===== config.mk =====
export PLATFORM = sky130hd
export DESIGN_NAME = dram_refresh_sched
export DESIGN_NICKNAME = d
export VERILOG_FILES = /design/src/rtl/rfs_pkg.sv /design/src/rtl/rfs_tick_gen.sv /design/src/rtl/rfs_backlog.sv /design/src/rtl/rfs_cbr_seq.sv /design/src/rtl/dram_refresh_sched.sv
export SDC_FILE = /design/constraint.sdc
export NUM_CORES = 1
export LEC_CHECK = 0
export BUFFER_PORTS_ARGS = -buffer_cell sky130_fd_sc_hd__clkbuf_2
export CORE_UTILIZATION = 53
export DETAILED_ROUTE_END_ITERATION = 6
export HOLD_SLACK_MARGIN = 0.12
export PLACE_DENSITY = 0.81
export SYNTH_ARGS = -nofsm -noshare
export SYNTH_HDL_FRONTEND = slang
export SYNTH_SLANG_ARGS = --single-unit

===== constraint.sdc =====
create_clock -name clk -period 2.24 [get_ports clk]
set_clock_uncertainty 0.05 [all_clocks]
set_input_delay 0.112 -clock clk [delete_from_list [all_inputs] [get_ports clk]]
set_output_delay 0.112 -clock clk [all_outputs]
set_load 0.02 [all_outputs]

===== src/rtl/rfs_pkg.sv =====
package rfs_pkg;

    // Top-level operating mode of the scheduler.
    typedef enum logic [1:0] {
        MODE_WAIT = 2'd0,   // start-up delay after reset
        MODE_INIT = 2'd1,   // initialization refresh burst
        MODE_RUN  = 2'd2    // periodic refresh on request/grant
    } rfs_mode_e;

    // Phases of one CAS-before-RAS strobe sequence.
    typedef enum logic [2:0] {
        PH_IDLE   = 3'd0,
        PH_SETUP  = 3'd1,   // column strobe low, row strobe high
        PH_HOLD   = 3'd2,   // both strobes low
        PH_ACTIVE = 3'd3,   // row strobe low, column strobe released
        PH_PRECH  = 3'd4    // both high, row precharge
    } cbr_phase_e;

    typedef struct packed {
        logic ras_n;
        logic cas_n;
    } strobe_t;

    // Bits needed to hold the values 0 .. n-1.
    function automatic int unsigned width_for(input int unsigned n);
        return (n <= 2) ? 1 : $clog2(n);
    endfunction

    // Strobe levels driven in each phase.
    function automatic strobe_t phase_strobes(input cbr_phase_e ph);
        strobe_t s;
        case (ph)
            PH_SETUP:  s = '{ras_n: 1'b1, cas_n: 1'b0};
            PH_HOLD:   s = '{ras_n: 1'b0, cas_n: 1'b0};
            PH_ACTIVE: s = '{ras_n: 1'b0, cas_n: 1'b1};
            default:   s = '{ras_n: 1'b1, cas_n: 1'b1};
        endcase
        return s;
    endfunction

    // Phase that follows a completed phase.
    function automatic cbr_phase_e phase_after(input cbr_phase_e ph);
        cbr_phase_e n;
        case (ph)
            PH_SETUP:  n = PH_HOLD;
            PH_HOLD:   n = PH_ACTIVE;
            PH_ACTIVE: n = PH_PRECH;
            default:   n = PH_IDLE;
        endcase
        return n;
    endfunction

    // Saturating increment for an unsigned counter of up to 32 bits.
    function automatic logic [31:0] sat_inc(input logic [31:0] v, input logic [31:0] max_v);
        return (v == max_v) ? v : v + 32'd1;
    endfunction

endpackage


===== src/rtl/rfs_tick_gen.sv =====
module rfs_tick_gen
    import rfs_pkg::*;
#(
    parameter int unsigned INTERVAL = 1953
) (
    input  logic clk,
    input  logic rst,
    input  logic enable,
    output logic tick
);
    localparam int unsigned CW = width_for(INTERVAL);
    localparam logic [CW-1:0] LAST = CW'(INTERVAL - 1);

    logic [CW-1:0] cnt_q;

    // One-cycle pulse at the end of every interval while enabled.
    assign tick = enable && (cnt_q == LAST);

    always_ff @(posedge clk) begin
        if (rst || !enable) begin
            cnt_q <= '0;
        end else if (cnt_q == LAST) begin
            cnt_q <= '0;
        end else begin
            cnt_q <= cnt_q + 1'b1;
        end
    end

endmodule


===== src/rtl/rfs_backlog.sv =====
module rfs_backlog
    import rfs_pkg::*;
#(
    parameter int unsigned DEBT_W = 4,
    parameter int unsigned MISS_W = 8
) (
    input  logic              clk,
    input  logic              rst,
    input  logic              tick,
    input  logic              take,
    output logic [DEBT_W-1:0] debt,
    output logic [MISS_W-1:0] missed
);
    localparam logic [DEBT_W-1:0] DEBT_MAX = {DEBT_W{1'b1}};
    localparam logic [MISS_W-1:0] MISS_MAX = {MISS_W{1'b1}};

    logic [DEBT_W-1:0] debt_q;
    logic [MISS_W-1:0] miss_q;
    logic [DEBT_W-1:0] debt_d;
    logic [MISS_W-1:0] miss_d;

    always_comb begin
        debt_d = debt_q;
        case ({tick, take})
            2'b10:   debt_d = DEBT_W'(sat_inc(32'(debt_q), 32'(DEBT_MAX)));
            2'b01:   debt_d = (debt_q == '0) ? debt_q : debt_q - 1'b1;
            default: debt_d = debt_q;   // idle, or one added and one taken
        endcase

        // An expiry that finds work still owed is a missed slot.
        miss_d = miss_q;
        if (tick && (debt_q != '0)) begin
            miss_d = MISS_W'(sat_inc(32'(miss_q), 32'(MISS_MAX)));
        end
    end

    always_ff @(posedge clk) begin
        if (rst) begin
            debt_q <= '0;
            miss_q <= '0;
        end else begin
            debt_q <= debt_d;
            miss_q <= miss_d;
        end
    end

    assign debt   = debt_q;
    assign missed = miss_q;

endmodule


===== src/rtl/rfs_cbr_seq.sv =====
module rfs_cbr_seq
    import rfs_pkg::*;
#(
    parameter int unsigned SETUP_CYC   = 1,
    parameter int unsigned HOLD_CYC    = 2,
    parameter int unsigned RAS_LOW_CYC = 9,
    parameter int unsigned PRECH_CYC   = 7
) (
    input  logic clk,
    input  logic rst,
    input  logic start,
    output logic busy,
    output logic ras_n,
    output logic cas_n
);
    localparam int unsigned ACTIVE_CYC = RAS_LOW_CYC - HOLD_CYC;
    localparam int unsigned MAX_A  = (SETUP_CYC > HOLD_CYC) ? SETUP_CYC : HOLD_CYC;
    localparam int unsigned MAX_B  = (ACTIVE_CYC > PRECH_CYC) ? ACTIVE_CYC : PRECH_CYC;
    localparam int unsigned MAX_L  = (MAX_A > MAX_B) ? MAX_A : MAX_B;
    localparam int unsigned CW     = width_for(MAX_L);

    localparam logic [CW-1:0] SETUP_LAST  = CW'(SETUP_CYC - 1);
    localparam logic [CW-1:0] HOLD_LAST   = CW'(HOLD_CYC - 1);
    localparam logic [CW-1:0] ACTIVE_LAST = CW'(ACTIVE_CYC - 1);
    localparam logic [CW-1:0] PRECH_LAST  = CW'(PRECH_CYC - 1);

    cbr_phase_e    phase_q, phase_d;
    logic [CW-1:0] cnt_q, cnt_d;
    logic [CW-1:0] last_cnt;
    strobe_t       pins_q;

    always_comb begin
        case (phase_q)
            PH_SETUP:  last_cnt = SETUP_LAST;
            PH_HOLD:   last_cnt = HOLD_LAST;
            PH_ACTIVE: last_cnt = ACTIVE_LAST;
            PH_PRECH:  last_cnt = PRECH_LAST;
            default:   last_cnt = '0;
        endcase
    end

    always_comb begin
        phase_d = phase_q;
        cnt_d   = cnt_q;
        if (phase_q == PH_IDLE) begin
            cnt_d = '0;
            if (start) begin
                phase_d = PH_SETUP;
            end
        end else if (cnt_q == last_cnt) begin
            phase_d = phase_after(phase_q);
            cnt_d   = '0;
        end else begin
            cnt_d = cnt_q + 1'b1;
        end
    end

    // Strobes come straight from flops, aligned with the phase register.
    always_ff @(posedge clk) begin
        if (rst) begin
            phase_q <= PH_IDLE;
            cnt_q   <= '0;
            pins_q  <= phase_strobes(PH_IDLE);
        end else begin
            phase_q <= phase_d;
            cnt_q   <= cnt_d;
            pins_q  <= phase_strobes(phase_d);
        end
    end

    assign busy  = (phase_q != PH_IDLE);
    assign ras_n = pins_q.ras_n;
    assign cas_n = pins_q.cas_n;

endmodule


===== src/rtl/dram_refresh_sched.sv =====
module dram_refresh_sched
    import rfs_pkg::*;
#(
    parameter int unsigned STARTUP_CYCLES   = 25000,
    parameter int unsigned INIT_REFRESHES   = 8,
    parameter int unsigned REFRESH_INTERVAL = 1953,
    parameter int unsigned SETUP_CYC        = 1,
    parameter int unsigned HOLD_CYC         = 2,
    parameter int unsigned RAS_LOW_CYC      = 9,
    parameter int unsigned PRECH_CYC        = 7,
    parameter int unsigned DEBT_W           = 4,
    parameter int unsigned MISS_W           = 8
) (
    input  logic              clk,
    input  logic              rst,
    input  logic              ref_gnt,
    output logic              ref_req,
    output logic              ready,
    output logic              ras_n,
    output logic              cas_n,
    output logic              we_n,
    output logic [DEBT_W-1:0] backlog,
    output logic [MISS_W-1:0] missed_total
);
    localparam int unsigned WAIT_W = width_for(STARTUP_CYCLES);
    localparam int unsigned INIT_W = width_for(INIT_REFRESHES + 1);
    localparam logic [WAIT_W-1:0] WAIT_LAST = WAIT_W'(STARTUP_CYCLES - 1);
    localparam logic [INIT_W-1:0] INIT_LOAD = INIT_W'(INIT_REFRESHES);

    rfs_mode_e         mode_q;
    logic [WAIT_W-1:0] wait_q;
    logic [INIT_W-1:0] init_left_q;

    logic seq_busy;
    logic init_start;
    logic accept;
    logic tick;

    // Initialization refreshes need no grant: the memory is not yet in use.
    assign init_start = (mode_q == MODE_INIT) && !seq_busy && (init_left_q != '0);
    assign ref_req    = (mode_q == MODE_RUN) && !seq_busy && (backlog != '0);
    assign accept     = ref_req && ref_gnt;
    assign ready      = (mode_q == MODE_RUN);

    // The write strobe is never driven low: a low level ahead of the row
    // strobe fall would turn a refresh into a test-mode entry.
    assign we_n = 1'b1;

    always_ff @(posedge clk) begin
        if (rst) begin
            mode_q      <= MODE_WAIT;
            wait_q      <= '0;
            init_left_q <= INIT_LOAD;
        end else begin
            case (mode_q)
                MODE_WAIT: begin
                    if (wait_q == WAIT_LAST) begin
                        mode_q <= MODE_INIT;
                    end else begin
                        wait_q <= wait_q + 1'b1;
                    end
                end
                MODE_INIT: begin
                    if (init_start) begin
                        init_left_q <= init_left_q - 1'b1;
                    end
                    if ((init_left_q == '0) && !seq_busy) begin
                        mode_q <= MODE_RUN;
                    end
                end
                default: mode_q <= MODE_RUN;
            endcase
        end
    end

    rfs_tick_gen #(
        .INTERVAL (REFRESH_INTERVAL)
    ) u_tick (
        .clk    (clk),
        .rst    (rst),
        .enable (ready),
        .tick   (tick)
    );

    rfs_backlog #(
        .DEBT_W (DEBT_W),
        .MISS_W (MISS_W)
    ) u_backlog (
        .clk    (clk),
        .rst    (rst),
        .tick   (tick),
        .take   (accept),
        .debt   (backlog),
        .missed (missed_total)
    );

    rfs_cbr_seq #(
        .SETUP_CYC   (SETUP_CYC),
        .HOLD_CYC    (HOLD_CYC),
        .RAS_LOW_CYC (RAS_LOW_CYC),
        .PRECH_CYC   (PRECH_CYC)
    ) u_seq (
        .clk   (clk),
        .rst   (rst),
        .start (init_start || accept),
        .busy  (seq_busy),
        .ras_n (ras_n),
        .cas_n (cas_n)
    );

endmodule


==> results of run 1 <==
[how the worst max path moves through the flow]
stage | endpoint | slack (ns) | cells after the start
3_3_place_gp | u_backlog.debt[2] | -0.04 | 9
5_1_grt | u_backlog.debt[2] | -0.25 | 9
6_report | u_backlog.debt[2] | -0.17 | 9
4_1_cts | u_backlog.debt[2] | -0.17 | 9
3_5_place_dp | u_backlog.debt[2] | -0.20 | 9
2_1_floorplan | u_backlog.debt[2] | -0.14 | 9
[cells by family after synthesis]
logic type / Yosys count / share of synthesized area
simple gates: 134 / 0.295
flops: 52 / 0.413
compound gates: 35 / 0.0933
xor+xnor: 31 / 0.108
buf+inv: 19 / 0.0298
fa+ha+maj: 7 / 0.0347
mux: 6 / 0.0253
other cells: 1 / 0.00149
[through the flow]
stage	instance area (µm²)	cells	setup TNS [ns]	setup WS (ns)
after floorplan	2540	285	-0.142	-0.142
after global placement	2860	373	-0.0394	-0.0394
after detailed placement	2860	373	-0.196	-0.196
after CTS	3000	381	-0.173	-0.173
after global routing	3010	381	-0.253	-0.253
final	3010	381	-0.172	-0.172
[Yosys cell counts, types with 2 or more instances]
cell       n  area (µm²)
nor4bb_1   2        20.0
buf_1      2        7.51
nand2b_1   4        25.0
nor2b_1    3        18.8
xor2_1    26         228
xnor2_1    5        43.8
nand3_1    9        45.0
nor2_1    48         180
and2_1     3        18.8
nand4_1   12        75.1
a211o_1    2        17.5
or4b_1     2        20.0
and3_1     7        43.8
mux2_1     2        22.5
or2_2      2        12.5
inv_1      9        33.8
dfxtp_1   52        1040
ha_1       7        87.6
or3_1      3        18.8
clkbuf_1   7        26.3
mux2i_1    3        30.0
a31oi_1    2        12.5
o21ai_0    7        35.0
and4_1     2        17.5
a41oi_1    2        17.5
a211oi_1   2        15.0
a21oi_1    9        45.0
nand2_1   14        52.6
nor4b_1    5        43.8
nor3_1     6        30.0
[flip-flops by register name (all words and copies together) (netlist names)]
| register | flops |
|---|---|
| init_left_q | 4 |
| u_seq.cas_n | 1 |
| mode_q | 2 |
| u_backlog.missed | 8 |
| wait_q | 15 |
| u_seq.phase_q | 3 |
| u_seq.cnt_q | 3 |
| u_backlog.debt | 4 |
| u_tick.cnt_q | 11 |
| u_seq.ras_n | 1 |
[layer usage]
metal	up-vias	routed length (µm)
li1	1087	-
met1	972	2310
met2	28	2470
met3	7	142
met4	0	76
met5	-	0
[area by class of cell]
type	count	share of cell area
multi-input combinational	214	0.479
sequential	52	0.346
timing repair buffer	46	0.0997
clock buffer	7	0.0320
tap	52	0.0216
inverter	9	0.0112
clock inverter	1	0.00997
[power by group]
group	leakage [nW]	internal (mW)	total [mW]	switching, mW
clock	0.0645	0.394	0.701	0.307
combinational	0.741	0.0127	0.0343	0.0216
sequential	0.420	0.928	0.932	0.00362
total	1.22	1.34	1.67	0.332
[worst max-delay path, cell delays in order (launching register included)]
cell	delay, ns
dfxtp_2	0.33
or4b_4	0.55
nor4_4	0.22
nor3_2	0.09
xor2_1	0.18
ha_2	0.23
nor2_2	0.04
nor4b_4	0.12
a31oi_1	0.16
mux2_1	0.33
[timing repair]
action / 4_1_cts / 5_1_grt
hold endpoints to repair: 0 / 0
gates cloned: 0 / 0
resized for setup: 1 / 4
setup endpoints to repair: 1 / 1
==> summary.txt, run 1 <==
Outcome
  • Outcome: finished, violations left
  • Failing checks: design-rule violations, negative setup slack

Drt
  • Routed Antenna Nets: 0
  • Routed WL per cell: ~13 µm
  • First DRT Iteration DRCs: about 110
  • Drc violations: 2
  • Number of vias after detailed routing: 2,094
  • Vias per std cell: about 5.5
  • Routed Wire Length: between 5000 and 6000 µm
  • Initial DRT Pass Iterations: 6

CTS
  • Post-CTS Hold Buffers: 0
  • H-tree lvl count: 2
  • CTS Sinks: between 50 and 60
  • Setup Fix Bufs, Post-CTS: 0
  • Longest Clk Path Bufs: 2
  • Clock Latency Late Sink: about 0.31 ns
  • CTS tree: done
  • Clock transition at the registers of the reported paths: 0.09 ns
  • Cts bufs inserted: 5
  • Clock root cell: clkbuf_8

Global route
  • GR Util met1: 0.257
  • Total track usage: 0.215
  • Largest net degree at the start of global routing: 43
  • Vias in the first global route: 1,985
  • Antenna violations before repair: 0
  • First-pass GRT wire length: 8490 µm
  • Total grt overflow: 0
  • GRT met3 Usage: 0.0513
  • Busiest layer in global routing: met2
  • Met2 Use GR: 0.375

Setup path
  • Critical Path Source: u_tick.cnt_q[3]
  • Worst r2r src: u_tick.cnt_q[3]
  • Kind of critical path: flop to flop
  • Critical Path AT: roughly 2.6 ns
  • CP endpoint kind: flop
  • Max FO, Critical Path: 2
  • CP required: roughly 2.4 ns
  • R2R Path End: u_backlog.debt[2]
  • Worst Reg-to-Reg Cells: 9
  • Crit path launch type: flop
  • R2R Setup Slk: -0.17 ns

STA
  • # setup viols final: 1
  • Worst slew margin relative to its limit: 0.640
  • Final Hold Vio Count: 0
  • Post-route clock period utilization: 1.08
  • Final Max Tran Viols: 0
  • Min Tclk post-route: 2.41 ns
  • RSZ-0062 raised after global routing: yes
  • Post-route setup slack: -0.172 ns
  • Min Hold Slack: 0.294 ns
  • F_max: between 400 and 500 MHz
  • Slew of the pin with the lowest slew margin: 0.532 ns

Synth
  • Part of the Yosys area used for sequential elements: 0.413
  • Synth Instances: approximately 290
  • Mapped cell area: about 2500 µm²
  • Yosys warns: 0
  • Count of cell types in the netlist: 56
  • Async S/R FF share, synth: 0
  • Post-Syn Nets: 295
  • EDFF count, synth: 0
  • Register bit total from synthesis: 52
  • Post-Syn Area per Cell: a little under 9 µm²
  • Post-synth top flop: dfxtp_1

Finish
  • Diode count: 0
  • Fraction of layout cells with a size suffix above 1: 0.216
  • Fin util: 0.673
  • Storage cell area: about 1000 µm²
  • Final #Nets: approximately 340
  • Commonest non-fill, non-tap cell in the layout: dfxtp_1
  • Commonest non-fill, non-tap cells in the layout: 51 x dfxtp_1, 47 x nor2_1, 28 x buf_4
  • Area of the multi-input gates: roughly 1400 µm²
  • Layout area overhead: 19.4%
  • Fillers: ~370

Floorplan
  • Standard-cell rows: 24
  • Core area: roughly 4500 µm²
  • Initial core utilization: 0.564
  • Die X: around 71 µm
  • Die area: between 5000 and 6000 µm²
  • Boundary Pins: 20
  • Die H: about 71 µm

Placement
  • PortBufs: 18
  • GPL Wtd Cong: between 0.8 and 0.9
  • Dpl hpwl: ~3600 µm

Power and ir drop
  • Tot Pwr: between 1.5 and 2 mW
  • Pwr Density: 554 nW/µm²
  • Peak VDD IR: roughly 0.36 mV
  • Pleak: between 1 and 1.5 nW

Hold path
  • Hold Path Stages: 3
  • Worst hold path endpoint: u_tick.cnt_q[1]
  • Min-delay src: rst
  • Worst min-delay path class: primary input to flop

Job
  • MaxCap Viol Count: 0
(Power assumes the default switching activity.)
==> run 2, diff against run 1 <==
--- a/config.mk
+++ b/config.mk
@@ -6,10 +6,11 @@
 export NUM_CORES = 1
 export LEC_CHECK = 0
 export BUFFER_PORTS_ARGS = -buffer_cell sky130_fd_sc_hd__clkbuf_2
-export CORE_UTILIZATION = 53
+export CORE_UTILIZATION = 56
+export CTS_BUF_LIST = sky130_fd_sc_hd__clkbuf_4
 export DETAILED_ROUTE_END_ITERATION = 6
 export HOLD_SLACK_MARGIN = 0.12
-export PLACE_DENSITY = 0.81
+export PLACE_DENSITY = 0.84
 export SYNTH_ARGS = -nofsm -noshare
 export SYNTH_HDL_FRONTEND = slang
 export SYNTH_SLANG_ARGS = --single-unit
==> constraint.sdc (replaced) <==
create_clock -name clk -period 2.24 [get_ports clk]
set_clock_uncertainty 0.05 [all_clocks]
set_input_delay 0.448 -clock clk [delete_from_list [all_inputs] [get_ports clk]]
set_output_delay 0.448 -clock clk [all_outputs]
set_load 0.02 [all_outputs]
==> summary.txt, run 2 (synthesis gave the netlist of run 1 again) <==
Finish
  • Largest Register: wait_q
  • Commonest non-fill, non-tap cell in the layout: dfxtp_1
  • Area of the multi-input gates: roughly 1400 µm²
  • Layout area overhead: 17.1%
  • Fin util: 0.678
  • Fraction of layout cells with a size suffix above 1: 0.210
  • Diode count: 0
  • Max reg flops: 15
  • Fillers: approximately 350
  • Storage cell area: ~1000 µm²
  • Final #Nets: 338
  • Commonest non-fill, non-tap cells in the layout: 52 x dfxtp_1, 48 x nor2_1, 28 x buf_4

CTS
  • CTS Sinks: 52
  • Cts bufs inserted: 5
  • H-tree lvl count: 2
  • CTS tree: done
  • Longest Clk Path Bufs: 2
  • Clock Latency Late Sink: between 0.3 and 0.4 ns
  • Clock root cell: clkbuf_4
  • Post-CTS Hold Buffers: 0
  • Clock transition at the registers of the reported paths: around 0.15 ns

Setup path
  • Kind of critical path: flop to flop
  • Max FO, Critical Path: 2
  • Crit path launch type: flop
  • Slowest CP cell: or4b_4
  • CP endpoint kind: flop
  • CP Cell Sequence: or4b_4 > nor4_4 > nor3_2 > xor2_1 > ha_2 > nor2_1 > nor4b_2 > a31oi_1 > mux2_1
  • Max stage delay on crit path: 0.55 ns
  • CP required: roughly 2.5 ns
  • Critical Path AT: 2.63 ns

STA
  • # setup viols final: 1
  • Slew of the pin with the lowest slew margin: around 0.52 ns
  • Min Tclk post-route: between 2 and 2.5 ns
  • Worst slew margin relative to its limit: 0.652
  • RSZ-0062 raised after global routing: yes
  • Post-route clock period utilization: 1.07
  • Final Max Tran Viols: 0
  • Post-route setup slack: -0.150 ns
  • F_max: between 400 and 500 MHz
  • Setup_tns: -0.150 ns
  • Final Hold Vio Count: 0

Drt
  • Number of vias after detailed routing: 2,148
  • Routed Antenna Nets: 0
  • Drc violations: 0
  • Initial DRT Pass Iterations: 4
  • Routed Wire Length: between 4000 and 5000 µm
  • Routed WL per cell: approximately 13 µm
  • First DRT Iteration DRCs: 86
  • Vias per std cell: 5.64

Global route
  • Antenna violations before repair: 0
  • Total track usage: 0.220
  • Largest net degree at the start of global routing: 43
  • First-pass GRT wire length: approximately 8700 µm
  • Vias in the first global route: ~2,100
  • Total grt overflow: 0

Placement
  • Dpl hpwl: 3490 µm
  • GPL Wtd Cong: 0.804
  • PortBufs: 18

Power and ir drop
  • Sequential power share: 0.620
  • Pint: 1.18 mW
  • Peak VDD IR: 0.388 mV
  • Net Sw Frac: 0.220
  • Pleak: 1.19 nW
  • Clock share of power: 0.358
  • Gate power share: 0.022
  • Net Sw Power: 0.332 mW
  • Pwr Density: approximately 510 nW/µm²

Floorplan
  • Standard-cell rows: 24
  • Initial core utilization: 0.579
  • Core area: approximately 4400 µm²
  • Die H: slightly below 70 µm
  • Die area: between 4000 and 5000 µm²
  • Boundary Pins: 20
  • Die X: between 60 and 70 µm

Job
  • MaxCap Viol Count: 0

Outcome
  • Failing checks: negative setup slack
  • Outcome: finished, violations left

Hold path
  • Worst min-delay path class: flop to flop
[run 2: cell types whose count changed in the layout (fill, tap and decap cells not counted)]
cell        previous run  this run
clkbuf_8               7         0
clkbuf_4               0         5
clkinv_2               0         1
clkinvlp_4             0         1
dfxtp_1               51        52
dfxtp_2                1         0
nor2_1                47        48
nor2_2                 1         0
nor4b_2                0         1
nor4b_4                1         0
[run 2: layout make-up]
type	instances	area share
clock inverter	3	0.0144
tap	52	0.0220
clock buffer	5	0.0127
multi-input combinational	214	0.485
inverter	9	0.0114
timing repair buffer	46	0.102
sequential	52	0.353
[run 2: worst max-delay path, delay by kind of cell (launching register included)]
| family | cells | cell delay [ns] |
|---|---|---|
| and+or+nand+nor | 5 | 1.01 |
| muxes | 1 | 0.36 |
| DFF | 1 | 0.34 |
| adders and majority gates | 1 | 0.20 |
| AOI/OAI and AO/OA | 1 | 0.18 |
| xor gates and xnor gates | 1 | 0.14 |
[run 2: through the flow]
step	power [mW]	area [µm²]	cells	hold WS, ns	worst slack, ns
floorplan	0.978	2540	285	0.403	-0.142
global placement	0.986	2860	373	0.428	-0.130
detailed placement	0.988	2860	373	0.443	-0.211
CTS	1.52	2950	381	0.461	-0.103
global route	1.55	2950	381	0.492	-0.246
finish	1.51	2950	381	0.461	-0.150
[run 2: power groups by stage]
stage | clock (mW) | sequential, mW | combinational (mW)
2_1_floorplan | 0 | 0.953 | 0.0249
3_3_place_gp | 0 | 0.954 | 0.0325
3_5_place_dp | 0 | 0.954 | 0.0333
4_1_cts | 0.549 | 0.934 | 0.0340
5_1_grt | 0.572 | 0.936 | 0.0373
6_report | 0.540 | 0.934 | 0.0334
[run 2: metal layers]
layer | vias up | GRT usage | part of all wire
li1 | 1081 | - | -
met1 | 1017 | 0.276 | 0.45
met2 | 41 | 0.364 | 0.49
met3 | 9 | 0.0380 | 0.038
met4 | 0 | 0.109 | 0.019
met5 | - | 0 | 0
[run 2: timing repair]
item                       in CTS  in global routing
setup endpoints to repair       1                  1
pin swaps                       0                  0
buffers inserted                0                  0
gates resized for setup         1                  1
[run 2: final timing paths]
kind	from	endpoint	slack, ns	cells after the start
min	u_backlog.missed[7]	u_backlog.missed[7]	0.46	2
max reg2reg	u_tick.cnt_q[3]	u_backlog.debt[2]	-0.15	9
min reg2reg	u_backlog.missed[7]	u_backlog.missed[7]	0.46	2
max	u_tick.cnt_q[3]	u_backlog.debt[2]	-0.15	9
